**config.mk**
```make
export PLATFORM = sky130hd
export DESIGN_NAME = battery_protect
export DESIGN_NICKNAME = d
export VERILOG_FILES = /design/src/rtl/bpp_pkg.sv /design/src/rtl/bpp_qualify.sv /design/src/rtl/bpp_ctrl.sv /design/src/rtl/battery_protect.sv
export SDC_FILE = /design/constraint.sdc
export NUM_CORES = 1
export LEC_CHECK = 0
export ABC_AREA = 1
export BUFFER_PORTS_ARGS = -buffer_cell sky130_fd_sc_hd__buf_2
export CORE_UTILIZATION = 28
export DETAILED_ROUTE_END_ITERATION = 6
export GPL_TIMING_DRIVEN = 0
export SYNTH_ARGS = -nofsm -noshare
export SYNTH_HDL_FRONTEND = slang
export SYNTH_SLANG_ARGS = --single-unit
```
**constraint.sdc**
```tcl
create_clock -name clk -period 4.11 [get_ports clk]
set_input_delay 0.411 -clock clk [delete_from_list [all_inputs] [get_ports clk]]
set_output_delay 0.411 -clock clk [all_outputs]
set_load 0.05 [all_outputs]
```
**src/rtl/bpp_pkg.sv**
```systemverilog
package bpp_pkg;

  localparam int NUM_FAULTS = 4;

  // Index of each fault in the qualifier's counter array.
  typedef enum logic [1:0] {
    FLT_OV  = 2'd0,
    FLT_UV  = 2'd1,
    FLT_DOC = 2'd2,
    FLT_SC  = 2'd3
  } faultIdx_e;

  // Strobes from the qualifier datapath to the control.
  typedef struct packed {
    logic ovTrip;
    logic uvTrip;
    logic docTrip;
    logic scTrip;
    logic allCe;
    logic allUvRel;
  } faultStrobe_t;

endpackage

```
**src/rtl/bpp_qualify.sv**
```systemverilog
module bpp_qualify
  import bpp_pkg::*;
#(
  parameter int N_CELLS = 10,
  parameter int DLY_W   = 8
) (
  input  logic               clk,
  input  logic               rstN,
  input  logic               tick,
  input  logic [N_CELLS-1:0] cellOv,
  input  logic [N_CELLS-1:0] cellCe,
  input  logic [N_CELLS-1:0] cellUv,
  input  logic [N_CELLS-1:0] cellUvRel,
  input  logic               docFlag,
  input  logic               scFlag,
  input  logic [DLY_W-1:0]   ovDelay,
  input  logic [DLY_W-1:0]   uvDelay,
  input  logic [DLY_W-1:0]   docDelay,
  input  logic [DLY_W-1:0]   scDelay,
  output faultStrobe_t       stb
);

  logic [NUM_FAULTS-1:0] rawFlag;
  logic [NUM_FAULTS-1:0] tripHit;
  logic [DLY_W-1:0]      limit [NUM_FAULTS];

  always_comb begin
    rawFlag          = '0;
    rawFlag[FLT_OV]  = |cellOv;
    rawFlag[FLT_UV]  = |cellUv;
    rawFlag[FLT_DOC] = docFlag;
    rawFlag[FLT_SC]  = scFlag;
    limit[FLT_OV]    = ovDelay;
    limit[FLT_UV]    = uvDelay;
    limit[FLT_DOC]   = docDelay;
    limit[FLT_SC]    = scDelay;
  end

  for (genvar gi = 0; gi < NUM_FAULTS; gi++) begin : g_delay
    logic [DLY_W-1:0] cnt;

    // Restart on any gap; count ticks up to the limit and hold there.
    always_ff @(posedge clk or negedge rstN) begin
      if (!rstN) begin
        cnt <= '0;
      end else if (!rawFlag[gi]) begin
        cnt <= '0;
      end else if (tick && (cnt != limit[gi])) begin
        cnt <= cnt + 1'b1;
      end
    end

    assign tripHit[gi] = rawFlag[gi] & tick & (cnt == limit[gi]);

    // a dropped flag leaves the count at zero
    a_r10_restart: assert property (@(posedge clk) disable iff (!rstN)
      !rawFlag[gi] |=> (cnt == '0));
  end

  assign stb.ovTrip   = tripHit[FLT_OV];
  assign stb.uvTrip   = tripHit[FLT_UV];
  assign stb.docTrip  = tripHit[FLT_DOC];
  assign stb.scTrip   = tripHit[FLT_SC];
  assign stb.allCe    = &cellCe;
  assign stb.allUvRel = &cellUvRel;

endmodule

```
**src/rtl/bpp_ctrl.sv**
```systemverilog
module bpp_ctrl
  import bpp_pkg::*;
(
  input  logic         clk,
  input  logic         rstN,
  input  faultStrobe_t stb,
  input  logic         packRecover,
  input  logic         chargerDet,
  output logic         chgEn,
  output logic         dsgEn,
  output logic         sleepMode,
  output logic         testCurEn
);

  logic ovLatch, uvLock, docLatch, scLatch;
  logic ovNext, uvLockNext, sleepNext, docNext, scNext;
  logic uvStart;

  // A fresh undervoltage only counts when none is already being held.
  assign uvStart = stb.uvTrip & ~uvLock;

  always_comb begin
    ovNext     = stb.ovTrip ? 1'b1 : (stb.allCe ? 1'b0 : ovLatch);
    sleepNext  = uvStart ? 1'b1 : ((sleepMode && chargerDet) ? 1'b0 : sleepMode);
    uvLockNext = uvStart ? 1'b1 : ((!sleepMode && stb.allUvRel) ? 1'b0 : uvLock);
    docNext    = stb.docTrip ? 1'b1 : (packRecover ? 1'b0 : docLatch);
    scNext     = stb.scTrip ? 1'b1 : (packRecover ? 1'b0 : scLatch);
  end

  always_ff @(posedge clk or negedge rstN) begin
    if (!rstN) begin
      ovLatch   <= 1'b0;
      uvLock    <= 1'b0;
      docLatch  <= 1'b0;
      scLatch   <= 1'b0;
      sleepMode <= 1'b0;
      chgEn     <= 1'b1;
      dsgEn     <= 1'b1;
      testCurEn <= 1'b0;
    end else begin
      ovLatch   <= ovNext;
      uvLock    <= uvLockNext;
      docLatch  <= docNext;
      scLatch   <= scNext;
      sleepMode <= sleepNext;
      chgEn     <= ~ovNext & ~sleepNext;
      dsgEn     <= ~(uvLockNext | docNext | scNext);
      testCurEn <= docNext | (scNext & ~uvLockNext);
    end
  end

  // overvoltage release needs every cell below charge-enable
  a_r2_ov_release: assert property (@(posedge clk) disable iff (!rstN)
    $fell(ovLatch) |-> $past(stb.allCe));

  // sleep is entered only through a qualified undervoltage
  a_r4_sleep_entry: assert property (@(posedge clk) disable iff (!rstN)
    $rose(sleepMode) |-> $past(stb.uvTrip));

  // both switches are off while asleep
  a_r4_sleep_off: assert property (@(posedge clk) disable iff (!rstN)
    sleepMode |-> (!chgEn && !dsgEn));

  // only a charger ends sleep
  a_r5_wake: assert property (@(posedge clk) disable iff (!rstN)
    $fell(sleepMode) |-> $past(chargerDet));

  // discharge after an undervoltage hold needs all cells released
  a_r6_uv_release: assert property (@(posedge clk) disable iff (!rstN)
    ($rose(dsgEn) && $past(uvLock)) |-> $past(stb.allUvRel));

  // an overcurrent trip is cleared only by pack recovery
  a_r8_doc_release: assert property (@(posedge clk) disable iff (!rstN)
    $fell(docLatch) |-> $past(packRecover));

  // the probe current runs only with discharge off
  a_r9_probe_dsg_off: assert property (@(posedge clk) disable iff (!rstN)
    testCurEn |-> !dsgEn);

endmodule

```
**src/rtl/battery_protect.sv**
```systemverilog
module battery_protect
  import bpp_pkg::*;
#(
  parameter int N_CELLS = 10,
  parameter int DLY_W   = 8
) (
  input  logic               clk,
  input  logic               rstN,
  input  logic               tick,
  input  logic [N_CELLS-1:0] cellOv,
  input  logic [N_CELLS-1:0] cellCe,
  input  logic [N_CELLS-1:0] cellUv,
  input  logic [N_CELLS-1:0] cellUvRel,
  input  logic               docFlag,
  input  logic               scFlag,
  input  logic               packRecover,
  input  logic               chargerDet,
  input  logic [DLY_W-1:0]   ovDelay,
  input  logic [DLY_W-1:0]   uvDelay,
  input  logic [DLY_W-1:0]   docDelay,
  input  logic [DLY_W-1:0]   scDelay,
  output logic               chgEn,
  output logic               dsgEn,
  output logic               sleepMode,
  output logic               testCurEn
);

  faultStrobe_t stb;

  bpp_qualify #(.N_CELLS(N_CELLS), .DLY_W(DLY_W)) u_qualify (
    .clk       (clk),
    .rstN      (rstN),
    .tick      (tick),
    .cellOv    (cellOv),
    .cellCe    (cellCe),
    .cellUv    (cellUv),
    .cellUvRel (cellUvRel),
    .docFlag   (docFlag),
    .scFlag    (scFlag),
    .ovDelay   (ovDelay),
    .uvDelay   (uvDelay),
    .docDelay  (docDelay),
    .scDelay   (scDelay),
    .stb       (stb)
  );

  bpp_ctrl u_ctrl (
    .clk         (clk),
    .rstN        (rstN),
    .stb         (stb),
    .packRecover (packRecover),
    .chargerDet  (chargerDet),
    .chgEn       (chgEn),
    .dsgEn       (dsgEn),
    .sleepMode   (sleepMode),
    .testCurEn   (testCurEn)
  );

endmodule

```
Word-level counts from Yosys, hierarchy flattened
Index checks and enable logic that the tools add are counted.

Bits in registers: 40. Input port bits: 79. Output and inout bits: 4. Logic and storage cells: 76.

Add/sub/neg operators: 4. Equal/unequal tests: 12. Muxes and demuxes: 18. Bitwise operators: 19. Reductions and logical operators: 11.

Operator list (number): $mux 8 (8); $add 8x1->8 const B (4); $eq 8x8->1 (4); $ne 8x8->1 (4); $reduce_and 10->1 (2); $reduce_or 10->1 (2); $and 1x1->1 (11); $mux 1 (10); $logic_and 1x1->1 (6); $not 1->1 (5); $ne 2x1->1 const B (2); $ne 2x2->1 const B (2); $or 1x1->1 (3); $logic_not 1->1 (1).

Logic depth before layout (Yosys ltp)
Depth in word-level cells: 8. Gate-level depth with buffers: 11. Gate-level depth less buffers: 11.

Modules after synthesis
Synthesis repeated with hierarchy kept, for this count alone.

Cell total of the unflattened synthesis: 471. Area, all modules: 3061.7 um2.

Modules (own cells, without submodules): bpp_qualify (instances 1, cells an instance 442, area an instance 2746.4 um2, sequential area each 800.8 um2); bpp_ctrl (instances 1, cells an instance 29, area an instance 315.3 um2, sequential area each 202.7 um2).

Worst setup path after synthesis
OpenSTA, ideal clock, no wires.

Kind: reg2reg. Start point: reg u_qualify.g_delay[2].cnt[3]. End point: reg u_qualify.g_delay[2].cnt[6]. Library setup time: 0.117 ns. Data arrival time: 1.230 ns. Data required time: 3.993 ns. Slack: 2.763 ns. Cell stages (with the launch flop): 11. Clock period less this slack: 1.347 ns. Path through: dfrtp_1 > buf_6 > xnor2_2 > nand2_1 > nor2_2 > nand2_2 > nand2_2 > nand2_2 > buf_6 > nand2_1 > o21ai_2.

Cells in the longest elaborated chain, start to end: 3. Elaborated cells on any way between the ends: 6.

RTL lines: from (decl) (RTL line bpp_qualify.sv:40) `logic [DLY_W-1:0] cnt;`; from (signal assigned) (RTL line bpp_qualify.sv:49) `cnt <= cnt + 1'b1;`; $add 8x1->8 or $ne 8x8->1 (tied branches) (RTL line bpp_qualify.sv:49, bpp_qualify.sv:48); $mux 8 or $logic_and 1x1->1 (tied branches) (RTL line bpp_qualify.sv:48) `end else if (tick && (cnt != limit[gi])) begin`; $mux 8 or $ne 2x1->1 (tied branches).

Several ways; a longest one is shown, not always the timed one. The select of a mux whose other input is x is not followed. A chain may end at the register's enable or synchronous reset.

Worst setup path in the final report
Start point: reg u_qualify.g_delay[3].cnt[0]. End point: reg u_qualify.g_delay[3].cnt[2].

Cells in the longest elaborated chain, start to end: 3. Elaborated cells on any way between the ends: 6.

RTL lines (RTL line): from (decl) (bpp_qualify.sv:40); from (signal assigned) (bpp_qualify.sv:49); $add 8x1->8 or $ne 8x8->1 (tied branches) (bpp_qualify.sv:49, bpp_qualify.sv:48); $mux 8 or $logic_and 1x1->1 (tied branches) (bpp_qualify.sv:48); $mux 8 or $ne 2x1->1 (tied branches).

Several ways; a longest one is shown, not always the timed one. The select of a mux whose other input is x is not followed.

==> results_dict.tcl <==
set metrics [dict create \
    ant_nets 0 \
    power_density_nw_per_um2 359 \
    setup_viol 0 \
    syn-num-nets 494 \
    hpwl_mm 5.15 \
    die_w_um 103 \
    netlist-cell-type-count 29 \
    clock_path_buffers 2 \
    p_sw_uw 443 \
    fillers 1030 \
    wl_per_cell_um 10.5 \
    skew_ps 4.52 \
    insertion_delay_ps 290 \
    clkTransAtPathRegs_ps 80 \
    cp-start-kind "register" \
    cts-root-buf "clkbuf_8" \
    synth-xor-area-share_pct 10.5 \
    grt_max_degree 41 \
    cpMostUsedCell "nand2_1" \
    yosysTopAreaCellShare_pct 33.6 \
    wl_mm 6.65 \
    core_um2 9770 \
    cts_tree "done" \
    syn_inst 411 \
    max-cap-violations 0 \
    seq_power_share_pct 44.0 \
    fin_ws_ps 2590 \
    place_area_um2 3410 \
    dieHeight_um 103 \
    clock_sinks 40 \
    rsz0062_at_grt "false" \
    postCtsHoldBufs 0 \
    tightest_slew_ps 961 \
    fin_tns_setup_ps 0 \
    grt_usage_pct 14.0 \
    swShare_pct 35.0 \
    cp_data_arrival_time_ps 1700 \
    min_path_type "primary input to asynchronous set/reset pin" \
    synth_compound_area_share_pct 3.27 \
    drc 0 \
    max_freq_ghz 0.657 \
    use_met2_pct 24.7 \
    area_growth_pct 24.1 \
    met3_usage_pct 2.64 \
    numCtsBuffers 5 \
    slowest_stage "dfrtp_1" \
    r2r_cells 8 \
    diodes 0 \
    path_cells "xnor2_1 -> nand2_1 -> nor2_1 -> nand2_1 -> nand2_2 -> nand2_2 -> nand2_1 -> nand2_1" \
    io_buffer_count 82 \
    leakage_uw 0.00184 \
    largest_reg_flops 32 \
    ios 83 \
    yosys.area.top_type "dfrtp_1" \
    initial_utilization_pct 29.0 \
    drt_iter0_markers 63 \
    synth_fa_ha_area_share_pct 1.77 \
    post_synth_and_or_nand_nor_area_fraction_pct 41.9 \
    routed_via_density 4.35 \
    outcome "completed" \
    syn_area_um2 2830 \
    ir_worst_vdd_mv 0.131 \
    grt_pass1_vias 2693 \
    hold_violations 0 \
    p_int_uw 821 \
    vias 2761 \
    grt.overflow.total 0 \
    clkPwrFrac_pct 25.8 \
    drive_gt1_share_pct 24.2 \
    worstPathMaxFanout 9 \
    grt_pass1_wl_mm 11.7 \
    antenna_found_initial 0 \
    crit_required_ps 4290 \
    first_pass_iters 7 \
    met1_usage_pct 17.2 \
    rows 36 \
    top_usage_layer "met2" \
    max_stage_delay_ps 440 \
    gp_congestion 0.824 \
    crit_path_end_kind "register" \
    min_period_ps 1520 \
    final_nets 583 \
    die_area_um2 10500 \
    avgSynthCellArea_um2 6.90 \
    place_ws_ps 2470 \
    min_period_over_period_pct 37.0 \
    muxShareOfSynthArea_pct 0 \
    htreeDepth 2 \
    cts-resized-gates 0 \
    drv_slew 0 \
    postCtsSetupBuffers 0 \
    stdcell_area_um2 3520 \
    synth_top_family_by_area "simple AND/OR/NAND/NOR gates" \
    slew_headroom_pct 35.9 \
    regMostFlops "u_qualify.g_delay.cnt" \
    comb_power_share_pct 30.2 \
    ys_seq_area_share_pct 35.4 \
    crit_type "register to register" \
    synth_area_leaders "dfrtp_1 34%, nand2_1 19%, nand3_1 7.1%" \
    yosysWarningCount 0 \
    ys_ff_latch 40 \
]
==> power by group through the flow <==
stage | combinational [uW] | sequential, uW | clock (uW)
2_1_floorplan | 253 | 575 | 0
3_3_place_gp | 379 | 563 | 0
3_5_place_dp | 387 | 564 | 0
4_1_cts | 388 | 557 | 340
5_1_grt | 443 | 573 | 357
6_report | 381 | 557 | 326
==> per-stage QoR <==
stage	utilization, %	power [uW]	instances	hold WS (ps)
2_1_floorplan	-	828	411	115
3_3_place_gp	34.9	941	626	465
3_5_place_dp	34.9	951	626	473
4_1_cts	36.0	1290	634	304
5_1_grt	36.0	1370	634	333
6_report	36.0	1260	634	258
==> final cells by class <==
class,instances,area (um2),share of cell area [%]
buffer,6,41.3,1.17
clock buffer,6,72.6,2.06
clock inverter,2,35.0,0.996
inverter,43,161,4.59
multi-input combinational,322,1630,46.3
sequential,40,1000,28.5
tap,133,166,4.73
timing repair buffer,82,410,11.7
==> critical path: cells and delay by family (launching register included) <==
kind	cells	cell delay, ps
XOR/XNOR	1	180
flip-flops	1	440
AND/OR/NAND/NOR	7	780
==> layer usage <==
layer	vias up	wire length, um
met1	1213	3140
li1	1467	-
met2	69	3140
met5	-	0
met4	0	92
met3	12	279
==> cell families after synthesis <==
logic type | Yosys count
adder cells (fa/ha/maj) | 4
buffers and inverters | 49
flip-flops | 40
XOR/XNOR | 33
AO/OA/AOI/OAI | 13
AND/OR/NAND/NOR | 272
==> worst paths after layout <==
| check | startpoint | end | slack (ps) |
|---|---|---|---|
| setup / recovery | u_qualify.g_delay[3].cnt[0] | u_qualify.g_delay[3].cnt[2] | 2590 |
| hold / removal | rstN | u_qualify.g_delay[1].cnt[3] | 260 |
| setup reg to reg | u_qualify.g_delay[3].cnt[0] | u_qualify.g_delay[3].cnt[2] | 2590 |
| hold reg to reg | u_ctrl.docLatch | u_ctrl.docLatch | 490 |
| max in group asynchronous | rstN | u_qualify.g_delay[3].cnt[1] | 3240 |
| min in group clk | chargerDet | u_ctrl.sleepMode | 380 |
==> Yosys cell counts (all sizes together) <==
cell type  number
nand3          40
nand4           9
xnor2          22
ha              4
a21oi           2
dfrtp          38
nand2         154
inv            43
o21bai          1
nor2           56
dfstp           2
xor2           11
buf             6
o21ai           8
o31ai           1
nand3b          1
nor3b           6
nor3            6
a31o            1
==> cells in the final DEF, fill, tap and decap left out, types with 3 or more instances in the layout <==
master	instances
o21ai_2	5
xor2_1	11
nor3b_1	6
inv_1	40
nand4_1	9
dfrtp_1	38
nand2_2	8
clkbuf_8	5
xnor2_1	21
nor3_1	6
nor2_2	4
nand2_1	144
inv_2	3
ha_1	4
o21ai_0	3
nand3_1	40
buf_2	85
nor2_1	51
Power figures use the tool's default switching activity.
